File: config.mk
export PLATFORM = sky130hd
export DESIGN_NAME = ptw_walker
export DESIGN_NICKNAME = d
export VERILOG_FILES = /design/src/rtl/ptw_pkg.sv /design/src/rtl/ptw_entry_chk.sv /design/src/rtl/ptw_addr_gen.sv /design/src/rtl/ptw_leaf_pa.sv /design/src/rtl/ptw_walker.sv
export SDC_FILE = /design/constraint.sdc
export NUM_CORES = 1
export LEC_CHECK = 0
export ABC_CLOCK_PERIOD_IN_PS = 3000
export BUFFER_PORTS_ARGS = -buffer_cell sky130_fd_sc_hd__buf_2
export CAP_MARGIN = 20
export CORE_MARGIN = 2
export CORE_UTILIZATION = 53
export CTS_BUF_LIST = sky130_fd_sc_hd__clkbuf_2 sky130_fd_sc_hd__clkbuf_4 sky130_fd_sc_hd__clkbuf_8
export CTS_CLUSTER_DIAMETER = 60
export DETAILED_ROUTE_END_ITERATION = 7
export GPL_ROUTABILITY_DRIVEN = 0
export PLACE_DENSITY = 0.82
export SLEW_MARGIN = 20
export SYNTH_ARGS = -nofsm -noshare
export SYNTH_HDL_FRONTEND = slang
export SYNTH_SLANG_ARGS = --single-unit
File: constraint.sdc
create_clock -name clk_i -period 3 [get_ports clk_i]
set_input_delay 0.3 -clock clk_i [delete_from_list [all_inputs] [get_ports clk_i]]
set_output_delay 0.3 -clock clk_i [all_outputs]
set_load 0.01 [all_outputs]
File: src/rtl/ptw_pkg.sv
package ptw_pkg;
  localparam int VA_W   = 32;
  localparam int ENT_W  = 64;
  localparam int BIT_P  = 0;
  localparam int BIT_RW = 1;
  localparam int BIT_US = 2;
  localparam int BIT_A  = 5;
  localparam int BIT_PS = 7;
  localparam int BIT_NX = 63;

  typedef enum logic [1:0] {PG_4K = 2'd0, PG_2M = 2'd1, PG_4M = 2'd2} pg_size_e;
  typedef enum logic [1:0] {FLT_NONE = 2'd0, FLT_ABSENT = 2'd1, FLT_RSVD = 2'd2} flt_e;
  typedef enum logic [2:0] {ST_IDLE, ST_RD, ST_RD_WAIT, ST_WB, ST_WB_WAIT} st_e;
endpackage

File: src/rtl/ptw_entry_chk.sv
module ptw_entry_chk
  import ptw_pkg::*;
#(
  parameter int PA_W = 40
) (
  input  logic [ENT_W-1:0] entry_i,
  input  logic             pae_i,
  input  logic             pse_i,
  input  logic             nxe_i,
  input  logic             top_i,
  input  logic             dir_i,
  output logic             present_o,
  output logic             large_o,
  output logic             rsvd_o
);
  localparam logic [ENT_W-1:0] HI_MASK   = ((64'd1 << 52) - 64'd1) & ~((64'd1 << PA_W) - 64'd1);
  localparam logic [ENT_W-1:0] USR_MASK  = 64'h7FF0_0000_0000_0000;
  localparam logic [ENT_W-1:0] NX_MASK   = 64'h8000_0000_0000_0000;
  localparam logic [ENT_W-1:0] LG2M_MASK = 64'h0000_0000_001F_E000;
  localparam logic [ENT_W-1:0] LG4M_MASK = 64'h0000_0000_0020_0000;

  logic [ENT_W-1:0] mask;

  assign present_o = entry_i[BIT_P];
  assign large_o   = dir_i & entry_i[BIT_PS] & (pae_i | pse_i);

  always_comb begin
    mask = '0;
    if (pae_i) begin
      mask = HI_MASK;
      if (!nxe_i) mask = mask | NX_MASK;
      if (top_i)  mask = mask | USR_MASK | NX_MASK;
      if (large_o) mask = mask | LG2M_MASK;
    end else if (large_o) begin
      mask = LG4M_MASK;
    end
  end

  assign rsvd_o = |(entry_i & mask);
endmodule

File: src/rtl/ptw_addr_gen.sv
module ptw_addr_gen
  import ptw_pkg::*;
#(
  parameter int PA_W = 40
) (
  input  logic [31:5]      root_i,
  input  logic [31:12]     va_i,
  input  logic             pae_i,
  input  logic [1:0]       lvl_i,
  input  logic [PA_W-1:12] prev_i,
  output logic [PA_W-1:0]  addr_o
);
  always_comb begin
    if (pae_i) begin
      case (lvl_i)
        2'd0:    addr_o = PA_W'({root_i[31:5], va_i[31:30], 3'b000});
        2'd1:    addr_o = {prev_i, va_i[29:21], 3'b000};
        default: addr_o = {prev_i, va_i[20:12], 3'b000};
      endcase
    end else begin
      if (lvl_i == 2'd0) addr_o = PA_W'({root_i[31:12], va_i[31:22], 2'b00});
      else               addr_o = PA_W'({prev_i[31:12], va_i[21:12], 2'b00});
    end
  end
endmodule

File: src/rtl/ptw_leaf_pa.sv
module ptw_leaf_pa
  import ptw_pkg::*;
#(
  parameter int PA_W = 40
) (
  input  logic [PA_W-1:12] frame_i,
  input  logic [21:0]      va_i,
  input  logic             pae_i,
  input  logic             large_i,
  output logic [PA_W-1:0]  pa_o,
  output pg_size_e         size_o
);
  always_comb begin
    if (pae_i && large_i) begin
      pa_o   = {frame_i[PA_W-1:21], va_i[20:0]};
      size_o = PG_2M;
    end else if (pae_i) begin
      pa_o   = {frame_i, va_i[11:0]};
      size_o = PG_4K;
    end else if (large_i) begin
      // high address bits come from entry bits 20:13
      pa_o   = PA_W'({frame_i[20:13], frame_i[31:22], va_i[21:0]});
      size_o = PG_4M;
    end else begin
      pa_o   = PA_W'({frame_i[31:12], va_i[11:0]});
      size_o = PG_4K;
    end
  end
endmodule

File: src/rtl/ptw_walker.sv
module ptw_walker
  import ptw_pkg::*;
#(
  parameter int PA_W = 40
) (
  input  logic             clk_i,
  input  logic             rst_ni,
  input  logic             req_valid_i,
  input  logic [31:0]      req_vaddr_i,
  input  logic [31:0]      root_i,
  input  logic             pae_en_i,
  input  logic             pse_en_i,
  input  logic             nx_en_i,
  output logic             busy_o,
  output logic             done_o,
  output logic [PA_W-1:0]  pa_o,
  output logic [1:0]       page_size_o,
  output logic [2:0]       perm_o,
  output logic             fault_o,
  output logic [1:0]       fault_code_o,
  output logic             mem_req_o,
  output logic             mem_we_o,
  output logic [PA_W-1:0]  mem_addr_o,
  output logic [63:0]      mem_wdata_o,
  input  logic             mem_rvalid_i,
  input  logic [63:0]      mem_rdata_i
);
  localparam logic [2:0] PERM_INIT = 3'b011;

  st_e              st_q;
  logic [1:0]       lvl_q;
  logic [VA_W-1:0]  va_q;
  logic [31:0]      root_q;
  logic             pae_q, pse_q, nxe_q;
  logic [ENT_W-1:0] prev_q, ent_q;
  logic [2:0]       acc_q;
  logic [PA_W-1:0]  pa_q;
  pg_size_e         size_q;
  logic [2:0]       perm_q;
  flt_e             flt_q;
  logic             done_q;

  logic [ENT_W-1:0] ent_w;
  logic             top_w, dir_w, last_w;
  logic             present_w, large_w, rsvd_w;
  logic [2:0]       acc_nx;
  logic [PA_W-1:0]  leaf_pa_w;
  pg_size_e         leaf_size_w;

  assign ent_w  = pae_q ? mem_rdata_i : {32'b0, mem_rdata_i[31:0]};
  assign top_w  = pae_q && (lvl_q == 2'd0);
  assign dir_w  = pae_q ? (lvl_q == 2'd1) : (lvl_q == 2'd0);
  assign last_w = pae_q ? (lvl_q == 2'd2) : (lvl_q == 2'd1);

  ptw_entry_chk #(.PA_W(PA_W)) u_chk_ent (
    .entry_i(ent_w), .pae_i(pae_q), .pse_i(pse_q), .nxe_i(nxe_q),
    .top_i(top_w), .dir_i(dir_w),
    .present_o(present_w), .large_o(large_w), .rsvd_o(rsvd_w)
  );

  ptw_addr_gen #(.PA_W(PA_W)) u_addr (
    .root_i(root_q[31:5]), .va_i(va_q[31:12]), .pae_i(pae_q), .lvl_i(lvl_q),
    .prev_i(prev_q[PA_W-1:12]), .addr_o(mem_addr_o)
  );

  ptw_leaf_pa #(.PA_W(PA_W)) u_leaf (
    .frame_i(ent_w[PA_W-1:12]), .va_i(va_q[21:0]), .pae_i(pae_q),
    .large_i(large_w), .pa_o(leaf_pa_w), .size_o(leaf_size_w)
  );

  // top-level entry of the extended format carries no permissions
  always_comb begin
    if (top_w) acc_nx = acc_q;
    else acc_nx = {acc_q[2] | (pae_q & ent_w[BIT_NX]),
                   acc_q[1] & ent_w[BIT_US],
                   acc_q[0] & ent_w[BIT_RW]};
  end

  always_ff @(posedge clk_i or negedge rst_ni) begin
    if (!rst_ni) begin
      st_q   <= ST_IDLE;
      lvl_q  <= '0;
      va_q   <= '0;
      root_q <= '0;
      pae_q  <= 1'b0;
      pse_q  <= 1'b0;
      nxe_q  <= 1'b0;
      prev_q <= '0;
      ent_q  <= '0;
      acc_q  <= PERM_INIT;
      pa_q   <= '0;
      size_q <= PG_4K;
      perm_q <= '0;
      flt_q  <= FLT_NONE;
      done_q <= 1'b0;
    end else begin
      done_q <= 1'b0;
      case (st_q)
        ST_IDLE: begin
          if (req_valid_i) begin
            va_q   <= req_vaddr_i;
            root_q <= root_i;
            pae_q  <= pae_en_i;
            pse_q  <= pse_en_i;
            nxe_q  <= nx_en_i;
            lvl_q  <= '0;
            acc_q  <= PERM_INIT;
            st_q   <= ST_RD;
          end
        end
        ST_RD: st_q <= ST_RD_WAIT;
        ST_RD_WAIT: begin
          if (mem_rvalid_i) begin
            if (!present_w || rsvd_w) begin
              flt_q  <= present_w ? FLT_RSVD : FLT_ABSENT;
              pa_q   <= '0;
              size_q <= PG_4K;
              perm_q <= '0;
              done_q <= 1'b1;
              st_q   <= ST_IDLE;
            end else if (last_w || large_w) begin
              flt_q  <= FLT_NONE;
              pa_q   <= leaf_pa_w;
              size_q <= leaf_size_w;
              perm_q <= acc_nx;
              done_q <= 1'b1;
              st_q   <= ST_IDLE;
            end else begin
              acc_q <= acc_nx;
              if (dir_w && !ent_w[BIT_A]) begin
                ent_q <= ent_w | (64'd1 << BIT_A);
                st_q  <= ST_WB;
              end else begin
                prev_q <= ent_w;
                lvl_q  <= lvl_q + 2'd1;
                st_q   <= ST_RD;
              end
            end
          end
        end
        ST_WB: st_q <= ST_WB_WAIT;
        ST_WB_WAIT: begin
          if (mem_rvalid_i) begin
            prev_q <= ent_q;
            lvl_q  <= lvl_q + 2'd1;
            st_q   <= ST_RD;
          end
        end
        default: st_q <= ST_IDLE;
      endcase
    end
  end

  assign busy_o       = (st_q != ST_IDLE);
  assign done_o       = done_q;
  assign pa_o         = pa_q;
  assign page_size_o  = size_q;
  assign perm_o       = perm_q;
  assign fault_o      = (flt_q != FLT_NONE);
  assign fault_code_o = flt_q;
  assign mem_req_o    = (st_q == ST_RD) || (st_q == ST_WB);
  assign mem_we_o     = (st_q == ST_WB);
  assign mem_wdata_o  = ent_q;
endmodule

# ---- Yosys cells after proc, flatten, opt, wreduce, memory -nomap -nowiden
# Cells that the tools add are included.
dict set report classes {
  n_addsub 1
  eq_ne 12
  muxes 56
  bitwise 10
  reduce_logical 24
}
# op n
set op_table {}
lappend op_table {{two-way mux 40 bit} 11}
lappend op_table {{two-way mux 64 bit} 4}
lappend op_table {{case mux 40 bit (2 select lines)} 2}
lappend op_table {{bitwise AND 64 bit} 1}
lappend op_table {{OR reduction 64 bit} 1}
lappend op_table {{two-way mux 2 bit} 17}
lappend op_table {{two-way mux 32 bit} 1}
lappend op_table {{two-way mux 3 bit} 10}
lappend op_table {{two-way mux 22 bit} 1}
lappend op_table {{two-way mux 21 bit} 1}
lappend op_table {{case mux 3 bit (5 select lines)} 1}
lappend op_table {{inequality test 2 bit, second input constant} 6}
lappend op_table {{AND reduction 5 bit} 2}
lappend op_table {{nonzero test 2 bit} 4}
lappend op_table {{AND reduction 7 bit} 1}
lappend op_table {{equality test 3 x 2 -> 1 bit, second input constant} 2}
lappend op_table {{two-way mux 1 bit} 6}
lappend op_table {{case mux 2 bit (3 select lines)} 1}
lappend op_table {{case mux 3 bit (2 select lines)} 1}
lappend op_table {{AND reduction 3 bit} 2}
lappend op_table {{AND reduction 6 bit} 1}
lappend op_table {{nonzero test 3 bit} 2}
lappend op_table {{bitwise AND 1 bit} 5}
lappend op_table {{equality test 3 x 1 -> 1 bit, second input constant} 1}
lappend op_table {{other kinds (12)} 19}
dict set report totals {
  register_bits 227
  input_bits 135
  output_inout_bits 156
}

# ---- Longest topological paths before layout
dict set report depth {
  word_depth 12
  ltp_mapped 11
}

# ---- By module
# From an unflattened synthesis, not the netlist that was laid out.
dict set report unflattened {
  hier_cells 901
  area_unflattened_um2 9974.6
}
# mod instances cells_per_inst area_each_um2 seq_area_each_um2
set by_module_without_submodules {}
lappend by_module_without_submodules {ptw_walker 1 704 8720.9 5257.5}
lappend by_module_without_submodules {ptw_addr_gen 1 134 698.2 0.0}
lappend by_module_without_submodules {ptw_leaf_pa 1 45 410.4 0.0}
lappend by_module_without_submodules {ptw_entry_chk 1 18 145.1 0.0}

# ---- Worst setup path before layout
# No wires, ideal clock.
dict set report synth_timing {
  path_type {reg-to-reg}
  startpoint {register lvl_q[0]}
  endpoint {register ent_q[10] (netlist: mem_wdata_o[10])}
  setup_time_ns 0.127
  t_arrival_ns 2.072
  required_ns 2.873
  path_slack_ns 0.801
  stages_incl_launch_ff 10
  synth_period_minus_slack_ns 2.199
  cell_sequence {dfrtp_1 inv_1 ha_1 and4b_1 nand2_1 o2111a_2 and4_4 buf_6 buf_6 mux2_1}
}
dict set report synth_between {
  elab_chain_cells 11
  word_cells_on_any_way 20
  cone_classes {eq/ne: 2; mux: 6; bitwise: 5; reduce/logical: 7}
}
# item line_no
set synth_rtl {}
lappend synth_rtl {{from (decl)} ptw_walker.sv:31} ;# logic [1:0] lvl_q;
lappend synth_rtl {{from (signal assigned)} ptw_walker.sv:135} ;# lvl_q <= lvl_q + 2'd1;
lappend synth_rtl {{from (signal assigned)} ptw_walker.sv:145} ;# lvl_q <= lvl_q + 2'd1;
lappend synth_rtl {{equality test 2 x 1 -> 1 bit / logical NOT 2 bit (equally long branches)} {ptw_walker.sv:52, ptw_walker.sv:53, ptw_walker.sv:51}}
lappend synth_rtl {{two-way mux 1 bit} ptw_walker.sv:52} ;# assign dir_w = pae_q ? (lvl_q == 2'd1) : (lvl_q == 2'd0);
lappend synth_rtl {{bitwise AND 1 bit (2 in a row)} ptw_entry_chk.sv:25} ;# assign large_o = dir_i & entry_i[BIT_PS] & (pae_i | pse_i);
lappend synth_rtl {{two-way mux 21 bit / two-way mux 22 bit (equally long branches)} {ptw_entry_chk.sv:33, ptw_entry_chk.sv:34}}
lappend synth_rtl {{two-way mux 64 bit} ptw_entry_chk.sv:29} ;# if (pae_i) begin
lappend synth_rtl {{bitwise AND 64 bit} ptw_entry_chk.sv:39} ;# assign rsvd_o = |(entry_i & mask);
lappend synth_rtl {{OR reduction 64 bit} ptw_entry_chk.sv:39}
lappend synth_rtl {{logical OR 1 bit} ptw_walker.sv:114} ;# if (!present_w || rsvd_w) begin
lappend synth_rtl {{inverter 1 bit (no source line)} n/a}
lappend synth_rtl {{AND reduction 5 bit (no source line) *} n/a}
lappend synth_rtl {{to (signal assigned)} ptw_walker.sv:131} ;# ent_q <= ent_w | (64'd1 << BIT_A);
lappend synth_rtl {{to (decl)} ptw_walker.sv:35} ;# logic [ENT_W-1:0] prev_q, ent_q;
# Mark *: on every way between the ends. The rest lies on a longest branch, timed or not.
# A chain may end at the register's enable or synchronous reset.

# ---- Worst setup path in the final report
dict set report layout_timing {
  startpoint {register lvl_q[0]}
  endpoint {output port mem_addr_o[11]}
}
dict set report layout_between {
  elab_chain_cells 3
  word_cells_on_any_way 5
  cone_classes {eq/ne: 1; mux: 3; reduce/logical: 1}
}
# item line_no
set layout_rtl {}
lappend layout_rtl {{equality test 2 x 1 -> 1 bit / logical NOT 2 bit (equally long branches)} {ptw_addr_gen.sv:15, ptw_addr_gen.sv:21}}
lappend layout_rtl {{case mux 40 bit (2 select lines) / two-way mux 32 bit (equally long branches)} {ptw_addr_gen.sv:15, ptw_addr_gen.sv:21}}
lappend layout_rtl {{two-way mux 40 bit *} ptw_addr_gen.sv:14} ;# if (pae_i) begin
lappend layout_rtl {{to (decl)} ptw_walker.sv:23} ;# output logic [PA_W-1:0] mem_addr_o,
# Marked as above.

==> results by group <==
Outcome
  – Status: completed

Power
  – Net Sw Power: 0.00412 W
  – Comb pwr share: 37.7%
  – Reg power frac: 39.0%
  – Clock Power Share: 23.3%
  – Leakage power: 6.27 nW
  – PwrDens: 974 nW/µm²
  – VDD IR max: 550 µV
  – Overall power: 0.0115 W
  – Sw Ratio: 35.9%
  – Internal power: 0.00735 W

Route
  – 1st-iter DRT viols: 439
  – Number of vias per cell: 5.53
  – Final WL: 25.4 mm
  – DRC viols: 0
  – Wirelength per Cell: 19.1 µm
  – Via Count: 7366
  – DR pass1 iterations: 5
  – Routed Antenna Nets: 0

Placed design
  – Placed cell areas: 10900 µm²
  – Inst Count DP: 1256
  – Setup WS pre-CTS: 0.255 ns
  – Dpl hpwl: 17.9 mm
  – IO Port Bufs: 283

Worst setup path
  – Crit end category: output port
  – CP Data Arrival Time: 2.51 ns
  – Worst reg-to-reg setup slack: 0.31 ns
  – Crit path from: lvl_q[0]$_DFFE_PN0P_
  – Startpoint Class: register
  – Worst reg2reg path endpoint: mem_wdata_o[7]$_DFFE_PN0P_
  – R2R Path Start: lvl_q[0]$_DFFE_PN0P_
  – CP max FO: 21
  – Reg2reg path depth: 8
  – Critical path class: register to output port
  – Worst Path Required: 2.70 ns
  – Setup crit end: mem_addr_o[11]

GRT
  – First-pass GRT wire length: 39.3 mm
  – Vias in the first global route: 7436
  – Initial antenna violation count: 0
  – Largest net degree at the start of global routing: 81
  – All-layer global routing usage: 27.2%
  – Grt total ovfl: 0

Floorplanning
  – Cell row count: 48
  – Die Y: 137 µm
  – Chip Width: 137 µm
  – Total I/O pin count: 291
  – Initial Utilization: 54.0%
  – Core ar.: 17200 µm²
  – Die Area: 18600 µm²

Timing
  – Final Hold Viols: 0
  – Slew Viols, Final: 0
  – Max-Slew Margin vs Limit: 52.2%
  – Min Tclk post-route: 2.81 ns
  – FMAX: 356 MHz
  – Worst-Margin Slew: 0.717 ns
  – Setup TNS: 0 ns
  – Final Skew: 0.0105 ns
  – RSZ-0062 raised after global routing: false
  – # setup viols final: 0
  – Period utilisation layout: 93.6%
  – PnR worst setup slack: 0.193 ns

Yosys
  – Commonest cells in the netlist: dfrtp_1 (208), nand2_1 (83), mux2_2 (79), a22o_1 (49), o21ai_0 (48)
  – #FFs+latches synth: 210
  – Syn_area_per_cell: 11.9 µm²
  – Post-Syn Area: 9310 µm²
  – Area leader, netlist: dfrtp_1
  – Most numerous cell in the Yosys netlist: dfrtp_1
  – Post-synth EDFFs: 0
  – Share of the synthesized area in the top cell type: 55.9%
  – Post-synthesis sequential area ratio: 56.5%
  – Library cells used by synthesis: 56
  – Synth top area cells: dfrtp_1 (56%), mux2_2 (9.6%), a22o_1 (4.6%), nand2_1 (3.3%), o21ai_0 (2.6%)
  – Synth warn: 0
  – Syn Inst Count: 781
  – Most used DFF post-synth: dfrtp_1
  – Post-synth ARST share: 100%

Flow run
  – Total of max-cap violations: 0

Layout
  – Sequential cell area: 5260 µm²
  – ANT cells: 0
  – Area grow syn2layout: 26.6%
  – Post-Layout Cell Count: 1332
  – Final Cell Area: 11800 µm²
  – Fill cells: 1313
  – Layout Nets: 1217
  – Area of the multi-input gates: 3660 µm²
  – Layout cell share with drive strength beyond 1: 42.6%

CTS
  – Clock tree sinks: 210
  – Worst skew pair latency: 0.50 ns
  – CTS tree: built
  – Clock Path Buffers: 3
  – Clock Pin Slew Worst Setup and Hold Paths: 0.06 ns
  – H-tree depth: 2
  – Post-CTS setup buffers: 0
  – CTS root buffer: clkbuf_8
  – TritonCTS Buffers: 36

Min path
  – Hold Path Class: input pin to register
-- state kept, by name, summed over array words and instances (netlist names), 2 cells and up --
| register | cells |
|---|---|
| root_q | 27 |
| pa_o | 40 |
| mem_wdata_o | 64 |
| lvl_q | 2 |
| st_q | 3 |
| fault_code_o | 2 |
| acc_q | 3 |
| perm_o | 3 |
| prev_q | 28 |
| va_q | 32 |
| page_size_o | 2 |
-- repair_timing --
item                       in CTS  in global routing
setup endpoints to repair      10                  8
resized for setup               1                  1
hold endpoints to repair       81                  1
hold buffers                    9                  1
-- cells in the final DEF (no fill, tap or decap), drive strengths merged, types with 3 or more instances in the layout --
cell type | Yosys | routed
o31ai | 13 | 13
and3 | 8 | 8
a22oi | 8 | 8
o211ai | 3 | 3
a221o | 8 | 8
nand2 | 84 | 84
a211oi | 10 | 10
nor3 | 3 | 3
dlygate4sd3 | 0 | 10
nor2 | 7 | 7
nand3 | 14 | 14
buf | 42 | 308
inv | 21 | 21
ha | 3 | 3
nor4 | 8 | 8
a21oi | 15 | 15
a21o | 23 | 23
and2 | 23 | 23
clkbuf | 17 | 62
o21ai | 51 | 51
mux2i | 22 | 22
nor2b | 16 | 16
a22o | 49 | 49
or2 | 4 | 4
mux2 | 99 | 99
dfrtp | 208 | 208
-- cell families after synthesis --
group           share of synthesized area, %
flops                                   56.5
buf+inv                                 4.42
mux                                     14.4
compound gates                          14.8
simple gates                            9.44
fa+ha+maj                              0.403
other cells                           0.0403
-- routing by layer --
layer	wire, µm	vias up	track usage [%]
met3	1620	49	5.30
met4	771	0	10.9
met2	12300	284	44.1
met1	10700	3635	36.1
li1	-	3398	-
met5	0	-	0
-- cell type report --
class                   count  area share (%)
multi-input cells         492            31.1
clock buffers              62            6.29
repair buffers            318            14.8
inverters                  21           0.669
flip-flops and latches    210            44.6
well taps                 225            2.39
clock inverters             4           0.212
-- through the flow --
step,util [%],hold WS (ns)
2_1_floorplan,-,0.00441
3_3_place_gp,63.3,0.336
3_5_place_dp,63.3,0.339
4_1_cts,68.3,0.000493
5_1_grt,68.4,0.00403
6_report,68.4,0.0252
-- power by group through the flow --
stage	clock [W]	combinational [W]	sequential (W)
finish	0.00267	0.00432	0.00448
global placement	0	0.00419	0.00445
CTS	0.00273	0.00433	0.00446
detailed placement	0	0.00430	0.00450
floorplan	0	0.00268	0.00448
global route	0.00285	0.00471	0.00459
-- worst max-delay path, cell delays in order, from the launching register on --
cell,delay (ns)
dfrtp_1,0.39
inv_1,0.08
ha_2,0.24
buf_4,0.25
nor2_1,0.53
a211oi_1,0.18
a21oi_1,0.18
buf_2,0.16
-- worst min path at each step --
stage,slack [ns],end,cells after the start,start
floorplan,0.004,acc_q[2]$_DFFE_PN0P_,0,rst_ni
global placement,0.34,mem_wdata_o[51]$_DFFE_PN0P_,1,rst_ni
detailed placement,0.34,mem_wdata_o[0]$_DFFE_PN0P_,1,rst_ni
CTS,0.0005,root_q[8]$_DFFE_PN0P_,2,root_i[8]
global route,0.004,va_q[13]$_DFFE_PN0P_,2,req_vaddr_i[13]
finish,0.03,mem_wdata_o[4]$_DFFE_PN0P_,2,mem_rdata_i[4]
Note: power is estimated with default switching activity, not from simulation.
